## config.mk

```make
export PLATFORM = sky130hd
export DESIGN_NAME = synth_prog_if
export DESIGN_NICKNAME = d
export VERILOG_FILES = /design/src/rtl/synth_prog_pkg.sv /design/src/rtl/sync_chain.sv /design/src/rtl/prog_word_reg.sv /design/src/rtl/enh_reg.sv /design/src/rtl/field_select.sv /design/src/rtl/synth_prog_if.sv
export SDC_FILE = /design/constraint.sdc
export NUM_CORES = 1
export LEC_CHECK = 0
export BUFFER_PORTS_ARGS = -buffer_cell sky130_fd_sc_hd__buf_2
export CAP_MARGIN = 20
export CORE_UTILIZATION = 41
export DETAILED_ROUTE_END_ITERATION = 7
export HOLD_SLACK_MARGIN = 0.06
export SKIP_LAST_GASP = 1
export SLEW_MARGIN = 40
export SYNTH_ARGS = -nofsm -noshare
export SYNTH_HDL_FRONTEND = slang
export SYNTH_SLANG_ARGS = --single-unit
export TNS_END_PERCENT = 50
```

## constraint.sdc

```tcl
create_clock -name clk -period 2.7 [get_ports clk]
set_input_delay 0.405 -clock clk [delete_from_list [all_inputs] [get_ports clk]]
set_output_delay 0.405 -clock clk [all_outputs]
set_load 0.03 [all_outputs]
```

## src/rtl/synth_prog_pkg.sv

```systemverilog
package synth_prog_pkg;
  // Setting word geometry
  parameter int WORD_W  = 20;
  parameter int BUS_W   = 8;
  parameter int M_W     = 9;
  parameter int A_W     = 4;
  parameter int R_W     = 6;
  parameter int M_LO_W  = 7;
  parameter int R_LO_W  = 4;

  // Field positions inside the setting word (serial order depends on these)
  parameter int POS_A    = 0;
  parameter int POS_RLO  = POS_A + A_W;
  parameter int POS_MLO  = POS_RLO + R_LO_W;
  parameter int POS_PRE  = POS_MLO + M_LO_W;
  parameter int POS_MHI  = POS_PRE + 1;
  parameter int POS_RHI  = POS_MHI + (M_W - M_LO_W);
  parameter int HI_W     = WORD_W - POS_MHI;

  // Option register geometry
  parameter int ENH_W    = 8;
  parameter int ENH_RSV  = 3;
  parameter int ENH_ACT  = ENH_W - ENH_RSV;

  // Absolute option bit positions
  parameter int OPT_PWDN = 3;
  parameter int OPT_CLD  = 4;
  parameter int OPT_MSEL = 5;
  parameter int OPT_PRE  = 6;
  parameter int OPT_MOFF = 7;

  typedef enum logic [1:0] {
    IFM_BYTE  = 2'd0,
    IFM_SHIFT = 2'd1,
    IFM_PIN   = 2'd2
  } ifm_e;
endpackage

```

## src/rtl/sync_chain.sv

```systemverilog
module sync_chain #(
  parameter int W      = 1,
  parameter int STAGES = 2
) (
  input  logic         clk,
  input  logic         rst_n,
  input  logic [W-1:0] d,
  output logic [W-1:0] q
);
  logic [STAGES-1:0][W-1:0] stg;

  generate
    if (STAGES == 1) begin : g_one
      always_ff @(posedge clk or negedge rst_n) begin
        if (!rst_n) stg <= '0;
        else        stg <= d;
      end
    end else begin : g_many
      always_ff @(posedge clk or negedge rst_n) begin
        if (!rst_n) stg <= '0;
        else        stg <= {stg[STAGES-2:0], d};
      end
    end
  endgenerate

  assign q = stg[STAGES-1];
endmodule

```

## src/rtl/prog_word_reg.sv

```systemverilog
module prog_word_reg
  import synth_prog_pkg::*;
(
  input  logic              clk,
  input  logic              rst_n,
  input  logic              shift_en,
  input  logic              shift_bit,
  input  logic              ld_hi,
  input  logic              ld_mid,
  input  logic              ld_lo,
  input  logic [BUS_W-1:0]  pdata,
  input  logic              copy,
  output logic [WORD_W-1:0] pri,
  output logic [WORD_W-1:0] sec
);
  logic [WORD_W-1:0] pri_nx;
  logic [WORD_W-1:0] sec_nx;
  logic              pri_en;
  logic              sec_en;

  always_comb begin
    pri_nx = pri;
    if (shift_en) pri_nx = {pri[WORD_W-2:0], shift_bit};
    if (ld_hi)    pri_nx[WORD_W-1:POS_MHI]  = pdata[HI_W-1:0];
    if (ld_mid)   pri_nx[POS_MHI-1:POS_MLO] = pdata;
    if (ld_lo)    pri_nx[POS_MLO-1:0]       = pdata;
  end

  assign pri_en = shift_en | ld_hi | ld_mid | ld_lo;
  assign sec_en = copy;
  assign sec_nx = pri;

  always_ff @(posedge clk or negedge rst_n) begin
    if (!rst_n) begin
      pri <= '0;
    end else if (pri_en) begin
      pri <= pri_nx;
    end
  end

  always_ff @(posedge clk or negedge rst_n) begin
    if (!rst_n) begin
      sec <= '0;
    end else if (sec_en) begin
      sec <= sec_nx;
    end
  end
endmodule

```

## src/rtl/enh_reg.sv

```systemverilog
module enh_reg
  import synth_prog_pkg::*;
(
  input  logic               clk,
  input  logic               rst_n,
  input  logic               shift_en,
  input  logic               shift_bit,
  input  logic               cap_ser,
  input  logic               cap_par,
  input  logic [ENH_ACT-1:0] pdata_act,
  output logic [ENH_ACT-1:0] act
);
  logic [ENH_W-1:0]   sh;
  logic [ENH_W-1:0]   sh_nx;
  logic [ENH_ACT-1:0] act_nx;
  logic               act_en;

  always_comb begin
    sh_nx  = {sh[ENH_W-2:0], shift_bit};
    act_nx = cap_par ? pdata_act : sh[ENH_W-1:ENH_RSV];
    act_en = cap_ser | cap_par;
  end

  always_ff @(posedge clk or negedge rst_n) begin
    if (!rst_n) begin
      sh <= '0;
    end else if (shift_en) begin
      sh <= sh_nx;
    end
  end

  always_ff @(posedge clk or negedge rst_n) begin
    if (!rst_n) begin
      act <= '0;
    end else if (act_en) begin
      act <= act_nx;
    end
  end
endmodule

```

## src/rtl/field_select.sv

```systemverilog
module field_select
  import synth_prog_pkg::*;
(
  input  logic               pin_mode,
  input  logic               freq_sel,
  input  logic [WORD_W-1:0]  pri,
  input  logic [WORD_W-1:0]  sec,
  input  logic [M_LO_W-1:0]  dir_m,
  input  logic [A_W-1:0]     dir_a,
  input  logic [R_LO_W-1:0]  dir_r,
  input  logic               dir_pre,
  input  logic               enh_n,
  input  logic [ENH_ACT-1:0] opt,
  output logic [M_W-1:0]     m_val,
  output logic [A_W-1:0]     a_val,
  output logic [R_W-1:0]     r_val,
  output logic               pre_en,
  output logic               pwr_down,
  output logic               cnt_load,
  output logic               dout_msel,
  output logic               dout_pre,
  output logic               mon_dis
);
  logic [WORD_W-1:0]  word;
  logic [WORD_W-1:0]  pin_word;
  logic [ENH_ACT-1:0] opt_live;

  always_comb begin
    pin_word                         = '0;
    pin_word[POS_PRE]                = dir_pre;
    pin_word[POS_PRE-1:POS_MLO]      = dir_m;
    pin_word[POS_MLO-1:POS_RLO]      = dir_r;
    pin_word[POS_RLO-1:POS_A]        = dir_a;
  end

  always_comb begin
    if (pin_mode)      word = pin_word;
    else if (freq_sel) word = pri;
    else               word = sec;
  end

  assign m_val  = {word[POS_RHI-1:POS_MHI], word[POS_PRE-1:POS_MLO]};
  assign r_val  = {word[WORD_W-1:POS_RHI], word[POS_MLO-1:POS_RLO]};
  assign a_val  = word[POS_RLO-1:POS_A];
  assign pre_en = word[POS_PRE];

  assign opt_live  = enh_n ? '0 : opt;
  assign pwr_down  = opt_live[OPT_PWDN - ENH_RSV];
  assign cnt_load  = opt_live[OPT_CLD  - ENH_RSV];
  assign dout_msel = opt_live[OPT_MSEL - ENH_RSV];
  assign dout_pre  = opt_live[OPT_PRE  - ENH_RSV];
  assign mon_dis   = opt_live[OPT_MOFF - ENH_RSV];
endmodule

```

## src/rtl/synth_prog_if.sv

```systemverilog
module synth_prog_if
  import synth_prog_pkg::*;
#(
  parameter int SYNC_STAGES = 2
) (
  input  logic              clk,
  input  logic              rst_n,
  input  logic              mode_direct,
  input  logic              mode_serial,
  input  logic              freq_sel,
  input  logic              ser_clk,
  input  logic              ser_data,
  input  logic              ser_load,
  input  logic              enh_wr,
  input  logic              hop_wr,
  input  logic [BUS_W-1:0]  par_data,
  input  logic              wr_hi,
  input  logic              wr_mid,
  input  logic              wr_lo,
  input  logic              enh_n,
  input  logic [M_LO_W-1:0] dir_m,
  input  logic [A_W-1:0]    dir_a,
  input  logic [R_LO_W-1:0] dir_r,
  input  logic              dir_pre,
  output logic [M_W-1:0]    m_val,
  output logic [A_W-1:0]    a_val,
  output logic [R_W-1:0]    r_val,
  output logic              pre_en,
  output logic              pwr_down,
  output logic              cnt_load,
  output logic              dout_msel,
  output logic              dout_pre,
  output logic              mon_dis
);
  localparam int S_SCLK = 0;
  localparam int S_LOAD = 1;
  localparam int S_EWR  = 2;
  localparam int S_HOP  = 3;
  localparam int S_WHI  = 4;
  localparam int S_WMID = 5;
  localparam int S_WLO  = 6;
  localparam int NSTB   = 7;
  localparam int DAT_W  = BUS_W + 1;

  // Reset: asynchronous assertion, synchronous release
  logic [1:0] rst_pipe;
  logic       rst_s_n;

  always_ff @(posedge clk or negedge rst_n) begin
    if (!rst_n) rst_pipe <= '0;
    else        rst_pipe <= {rst_pipe[0], 1'b1};
  end
  assign rst_s_n = rst_pipe[1];

  // Synchronizers
  logic [NSTB-1:0]  stb_raw;
  logic [NSTB-1:0]  stb_q;
  logic [NSTB-1:0]  stb_d;
  logic [NSTB-1:0]  rise;
  logic [DAT_W-1:0] dat_q;

  assign stb_raw = {wr_lo, wr_mid, wr_hi, hop_wr, enh_wr, ser_load, ser_clk};

  sync_chain #(.W(NSTB), .STAGES(SYNC_STAGES)) u_stb_sync (
    .clk(clk), .rst_n(rst_s_n), .d(stb_raw), .q(stb_q)
  );

  sync_chain #(.W(DAT_W), .STAGES(SYNC_STAGES)) u_dat_sync (
    .clk(clk), .rst_n(rst_s_n), .d({par_data, ser_data}), .q(dat_q)
  );

  always_ff @(posedge clk or negedge rst_s_n) begin
    if (!rst_s_n) stb_d <= '0;
    else          stb_d <= stb_q;
  end

  assign rise = stb_q & ~stb_d;

  // Mode decode
  ifm_e mode;
  logic is_pin, is_shift, is_byte;

  always_comb begin
    if (mode_direct)      mode = IFM_PIN;
    else if (mode_serial) mode = IFM_SHIFT;
    else                  mode = IFM_BYTE;
  end

  assign is_pin   = (mode == IFM_PIN);
  assign is_shift = (mode == IFM_SHIFT);
  assign is_byte  = (mode == IFM_BYTE);

  // Event decode
  logic             sdat;
  logic [BUS_W-1:0] pdat;
  logic             ser_shift, enh_shift, copy_evt;
  logic             ld_hi, ld_mid, ld_lo;
  logic             enh_cap_ser, enh_cap_par, enh_evt;

  assign sdat = dat_q[0];
  assign pdat = dat_q[DAT_W-1:1];

  assign ser_shift   = is_shift & rise[S_SCLK] & ~stb_q[S_LOAD] & ~stb_q[S_EWR];
  assign enh_shift   = is_shift & rise[S_SCLK] & ~stb_q[S_LOAD] &  stb_q[S_EWR];
  assign copy_evt    = ~is_pin & (rise[S_HOP] | (is_shift & rise[S_LOAD]));
  assign ld_hi       = is_byte & rise[S_WHI];
  assign ld_mid      = is_byte & rise[S_WMID];
  assign ld_lo       = is_byte & rise[S_WLO];
  assign enh_cap_ser = is_shift & stb_d[S_EWR] & ~stb_q[S_EWR];
  assign enh_cap_par = is_byte & rise[S_EWR];
  assign enh_evt     = enh_cap_ser | enh_cap_par;

  // Storage
  logic [WORD_W-1:0]  pri_word;
  logic [WORD_W-1:0]  sec_word;
  logic [ENH_ACT-1:0] enh_act;

  prog_word_reg u_word (
    .clk      (clk),
    .rst_n    (rst_s_n),
    .shift_en (ser_shift),
    .shift_bit(sdat),
    .ld_hi    (ld_hi),
    .ld_mid   (ld_mid),
    .ld_lo    (ld_lo),
    .pdata    (pdat),
    .copy     (copy_evt),
    .pri      (pri_word),
    .sec      (sec_word)
  );

  enh_reg u_enh (
    .clk      (clk),
    .rst_n    (rst_s_n),
    .shift_en (enh_shift),
    .shift_bit(sdat),
    .cap_ser  (enh_cap_ser),
    .cap_par  (enh_cap_par),
    .pdata_act(pdat[BUS_W-1:ENH_RSV]),
    .act      (enh_act)
  );

  field_select u_sel (
    .pin_mode (is_pin),
    .freq_sel (freq_sel),
    .pri      (pri_word),
    .sec      (sec_word),
    .dir_m    (dir_m),
    .dir_a    (dir_a),
    .dir_r    (dir_r),
    .dir_pre  (dir_pre),
    .enh_n    (enh_n),
    .opt      (enh_act),
    .m_val    (m_val),
    .a_val    (a_val),
    .r_val    (r_val),
    .pre_en   (pre_en),
    .pwr_down (pwr_down),
    .cnt_load (cnt_load),
    .dout_msel(dout_msel),
    .dout_pre (dout_pre),
    .mon_dis  (mon_dis)
  );
endmodule

```

==> summary.txt <==
Cells and area
  – Count of nets after finishing: between 400 and 500
  – Ratio of cells with drive above 1 in the final layout: 31.3%
  – Area overhead of the layout relative to synthesis: 16.2%
  – Filler Cell Count: 847
  – Antenna Cells: 0
  – Utilization of the core after routing: 49.0%

Yosys
  – Synth async-reset ratio: between 90% and 100%
  – Number of synthesis warnings: 0
  – Mapped Nets: 350
  – Part of the Yosys area used for sequential elements: 60.7%
  – Number of synthesized flops with an enable pin: 0
  – Synthesized cell area: 3870 µm²
  – Register bit total from synthesis: 94
  – Synth Area per Inst: 12.4 µm²
  – Distinct cell type count of the synthesized netlist: 28
  – Dominant synthesized flop cell: sky130_fd_sc_hd__dfrtp_1
  – Synthesized instance count: around 310

Timing
  – Final Setup Violations: 0
  – Max-Slew Margin vs Limit: 49.8%
  – Max-slew violation count: 0
  – Final hold violations: 0
  – Max Freq: about 0.52 GHz
  – Post-layout min period: ~1.9 ns
  – Setup tns final: 0 ns
  – Final worst-path cycle share: between 70% and 80%
  – Worst hold margin: 0.137 ns
  – Slew of the pin with the lowest slew margin: between 0.7 and 0.8 ns
  – Clock skew after layout: just over 0.007 ns
  – RSZ-0062 raised after global routing: no

Worst setup path
  – Crit path top cell by count: sky130_fd_sc_hd__buf_2
  – Ordered cell list for the critical path: buf_2, buf_4, nand2_1, o21ai_0, buf_2
  – Slowest-stage cell, CP: sky130_fd_sc_hd__buf_4
  – FF-to-FF path depth: 3
  – Critical path required time: 2.30 ns
  – Number of buffers and inverters on the critical path: 3
  – CP max FO: 30
  – Critical R2R Launch: u_stb_sync.q[1]
  – Arrival @ worst endpoint: 1.51 ns
  – Register-to-Register Setup Slack: 0.98 ns
  – Kind of cell adding the most delay to the critical path: buffers and inverters
  – Kind of critical path: primary input to output port
  – Worst reg2reg path endpoint: u_word.pri[16]
  – Depth of the critical timing path with buffers and inverters included: 5
  – Category of the worst setup path launch point: primary input
  – Crit end category: output port
  – Delay contributed by the slowest stage of the critical path: about 0.37 ns
  – Termination of the worst setup path: m_val[6]
  – Beginning of the critical path: mode_direct

Worst hold path
  – Path type of the worst min-delay path: primary input to flop

Run
  – Reported max-cap violation count: 0

Clock network
  – Root cell of the clock tree: sky130_fd_sc_hd__clkbuf_8
  – CTS buffer count: 9
  – Clock transition time at the flip-flop clock pins of the worst setup and hold paths: approximately 0.09 ns
  – Skew-Pair Late Insertion Delay: 0.36 ns
  – Post-CTS Repair Setup Buffers: 0
  – TritonCTS clock tree: yes
  – Largest buffer count on any clock path: 2
  – Number of sinks driven by the clock tree: between 90 and 100
  – H-Tree Depth: 3

Route
  – Post-detailed-route via-to-cell ratio: 5.27
  – DRC violations left: 0
  – Remaining number of nets flagged by the antenna check after routing: 0
  – Length of the first detailed-routing pass in iterations: 4
  – Routed vias: 2,572
  – Routed length per instance: between 10 and 15 µm
  – Number of DRC markers in iteration 0: 127
  – Wire length after detailed routing: 7.28 mm

Power
  – Total power divided by cell area: between 700 and 800 nW/µm²
  – Largest voltage drop on the vdd net: about 370 µV
  – Reported leakage power: approximately 2.1 nW

Global routing
  – GRT Residual Overflow: 0
  – Via count of the first global-routing pass: about 2,400
  – Global router's overall resource usage: approximately 16%
  – Number of antenna violations at the first check in global routing: 0
  – Largest net degree at the start of global routing: 44
  – Global-route wire length before repair: approximately 12 mm

Placed design
  – Total half-perimeter wirelength after legalization and detailed placement: 5.00 mm
  – Routability congestion estimate from global placement: 0.789
  – Number of port buffers: between 60 and 70

Floorplanning
  – Top Ports: 63
  – Die outline area: 9840 µm²
  – Floorplan Core Area: about 9200 µm²
  – Site Rows: 35
  – Starting utilization of the core area: 42.1%
  – Die Y-Extent: 99.2 µm
  – Die W: 99.2 µm

Run status
  – Run status: complete, no violations
[cell usage after synthesis (2+ instances only)]
library cell	instances	area share [%]
sky130_fd_sc_hd__nor4b_4	3	1.8
sky130_fd_sc_hd__mux2_1	8	2.3
sky130_fd_sc_hd__a21oi_1	20	2.6
sky130_fd_sc_hd__a221o_1	2	0.52
sky130_fd_sc_hd__nor2_1	23	2.2
sky130_fd_sc_hd__mux2i_1	22	5.7
sky130_fd_sc_hd__dfrtp_1	94	61
sky130_fd_sc_hd__o211a_1	2	0.52
sky130_fd_sc_hd__buf_2	6	0.77
sky130_fd_sc_hd__nand3b_1	2	0.39
sky130_fd_sc_hd__or4b_4	2	0.71
sky130_fd_sc_hd__clkbuf_1	11	1.1
sky130_fd_sc_hd__nand2b_1	2	0.32
sky130_fd_sc_hd__nor2b_1	6	0.97
sky130_fd_sc_hd__nand2_1	18	1.7
sky130_fd_sc_hd__mux2_2	26	7.6
sky130_fd_sc_hd__or4b_1	2	0.52
sky130_fd_sc_hd__a31oi_1	18	2.9
sky130_fd_sc_hd__o21ai_0	36	4.6
[power by group]
part / internal [mW] / switching [mW] / total, mW
registers: 1.63 / 0.169 / 1.80
clock network: 0.436 / 0.491 / 0.928
logic: 0.267 / 0.307 / 0.574
total: 2.33 / 0.967 / 3.30
[area by class of cell]
class	count	area (µm²)	share of cell area, %
Clock buffer	10	128	2.83
Clock inverter	6	70.1	1.56
Multi-Input combinational cell	198	1430	31.8
Sequential cell	94	2360	52.3
Tap cell	111	139	3.08
Timing Repair Buffer	69	378	8.39
[sequential cells by signal (all words and copies together) (netlist names), 7 cells and up]
signal,count
u_word.pri,20
u_word.sec,20
u_dat_sync.q,9
u_dat_sync.stg,9
u_enh.sh,8
stb_d,7
u_stb_sync.q,7
u_stb_sync.stg,7
[stage by stage]
step | worst slack [ns] | total power [mW] | std cells | cell area, µm²
floorplan | 0.622 | 2.22 | 312 | 3880
global placement | 0.724 | 2.39 | 471 | 4300
detailed placement | 0.681 | 2.41 | 471 | 4300
CTS | 0.743 | 3.34 | 488 | 4500
global route | 0.592 | 3.50 | 488 | 4500
finish | 0.781 | 3.30 | 488 | 4500
[worst reg2reg max path, delay by kind of cell, from the launching register on]
family | cells | cell delay, ns
and+or+nand+nor | 1 | 0.63
AOI/OAI and AO/OA | 2 | 0.53
DFF | 1 | 0.45
[placed cells by master, fill, tap and decap left out]
cell,n
sky130_fd_sc_hd__a21oi_1,19
sky130_fd_sc_hd__a21oi_2,1
sky130_fd_sc_hd__a221o_1,2
sky130_fd_sc_hd__a31oi_1,18
sky130_fd_sc_hd__and3_1,1
sky130_fd_sc_hd__and4bb_2,1
sky130_fd_sc_hd__buf_12,1
sky130_fd_sc_hd__buf_2,62
sky130_fd_sc_hd__buf_4,5
sky130_fd_sc_hd__bufinv_16,1
sky130_fd_sc_hd__clkbuf_1,1
sky130_fd_sc_hd__clkbuf_8,9
sky130_fd_sc_hd__clkinv_2,1
sky130_fd_sc_hd__clkinv_4,2
sky130_fd_sc_hd__conb_1,1
sky130_fd_sc_hd__dfrtp_1,93
sky130_fd_sc_hd__dfrtp_4,1
sky130_fd_sc_hd__dlygate4sd3_1,1
sky130_fd_sc_hd__inv_6,2
sky130_fd_sc_hd__mux2_1,8
sky130_fd_sc_hd__mux2_2,26
sky130_fd_sc_hd__mux2i_1,22
sky130_fd_sc_hd__nand2_1,18
sky130_fd_sc_hd__nand2b_1,2
sky130_fd_sc_hd__nand3b_1,2
sky130_fd_sc_hd__nor2_1,23
sky130_fd_sc_hd__nor2b_1,6
sky130_fd_sc_hd__nor4b_1,1
sky130_fd_sc_hd__nor4b_2,1
sky130_fd_sc_hd__nor4b_4,3
sky130_fd_sc_hd__o211a_1,2
sky130_fd_sc_hd__o21ai_0,36
sky130_fd_sc_hd__or3b_1,1
sky130_fd_sc_hd__or4b_1,2
sky130_fd_sc_hd__or4b_4,2
[worst min-delay path by stage]
| stage | slack [ns] | startpoint | depth (start not counted) | endpoint |
|---|---|---|---|---|
| 4_1_cts | 0.12 | ser_clk | 1 | u_stb_sync.stg[0] |
| 3_5_place_dp | 0.19 | rst_n | 1 | rst_pipe[0] |
| 3_3_place_gp | 0.19 | rst_n | 1 | rst_pipe[0] |
| 6_report | 0.14 | ser_clk | 1 | u_stb_sync.stg[0] |
| 2_1_floorplan | 0.11 | rst_n | 0 | rst_pipe[0] |
| 5_1_grt | 0.12 | par_data[4] | 1 | u_dat_sync.stg[5] |
[cells by family (layout without fill, tap and decap cells)]
family,after synthesis,after routing,share of synthesized area [%]
other,1,1,0.0968
buffers and inverters,20,85,2.42
and+or+nand+nor,63,63,10.0
AOI/OAI and AO/OA,78,78,11.2
muxes,56,56,15.6
DFF,94,94,60.7
[timing repair]
action / in CTS / in global routing
hold endpoints to repair: 2 / 0
hold buffers: 1 / 0
gates resized for setup: 0 / 0
[routing by layer]
metal	share of wire (%)	global-route usage (%)
met5	0	0
met4	1.9	7.47
met3	5.0	4.36
met2	45	24.1
met1	48	21.8
(Power assumes the default switching activity.)
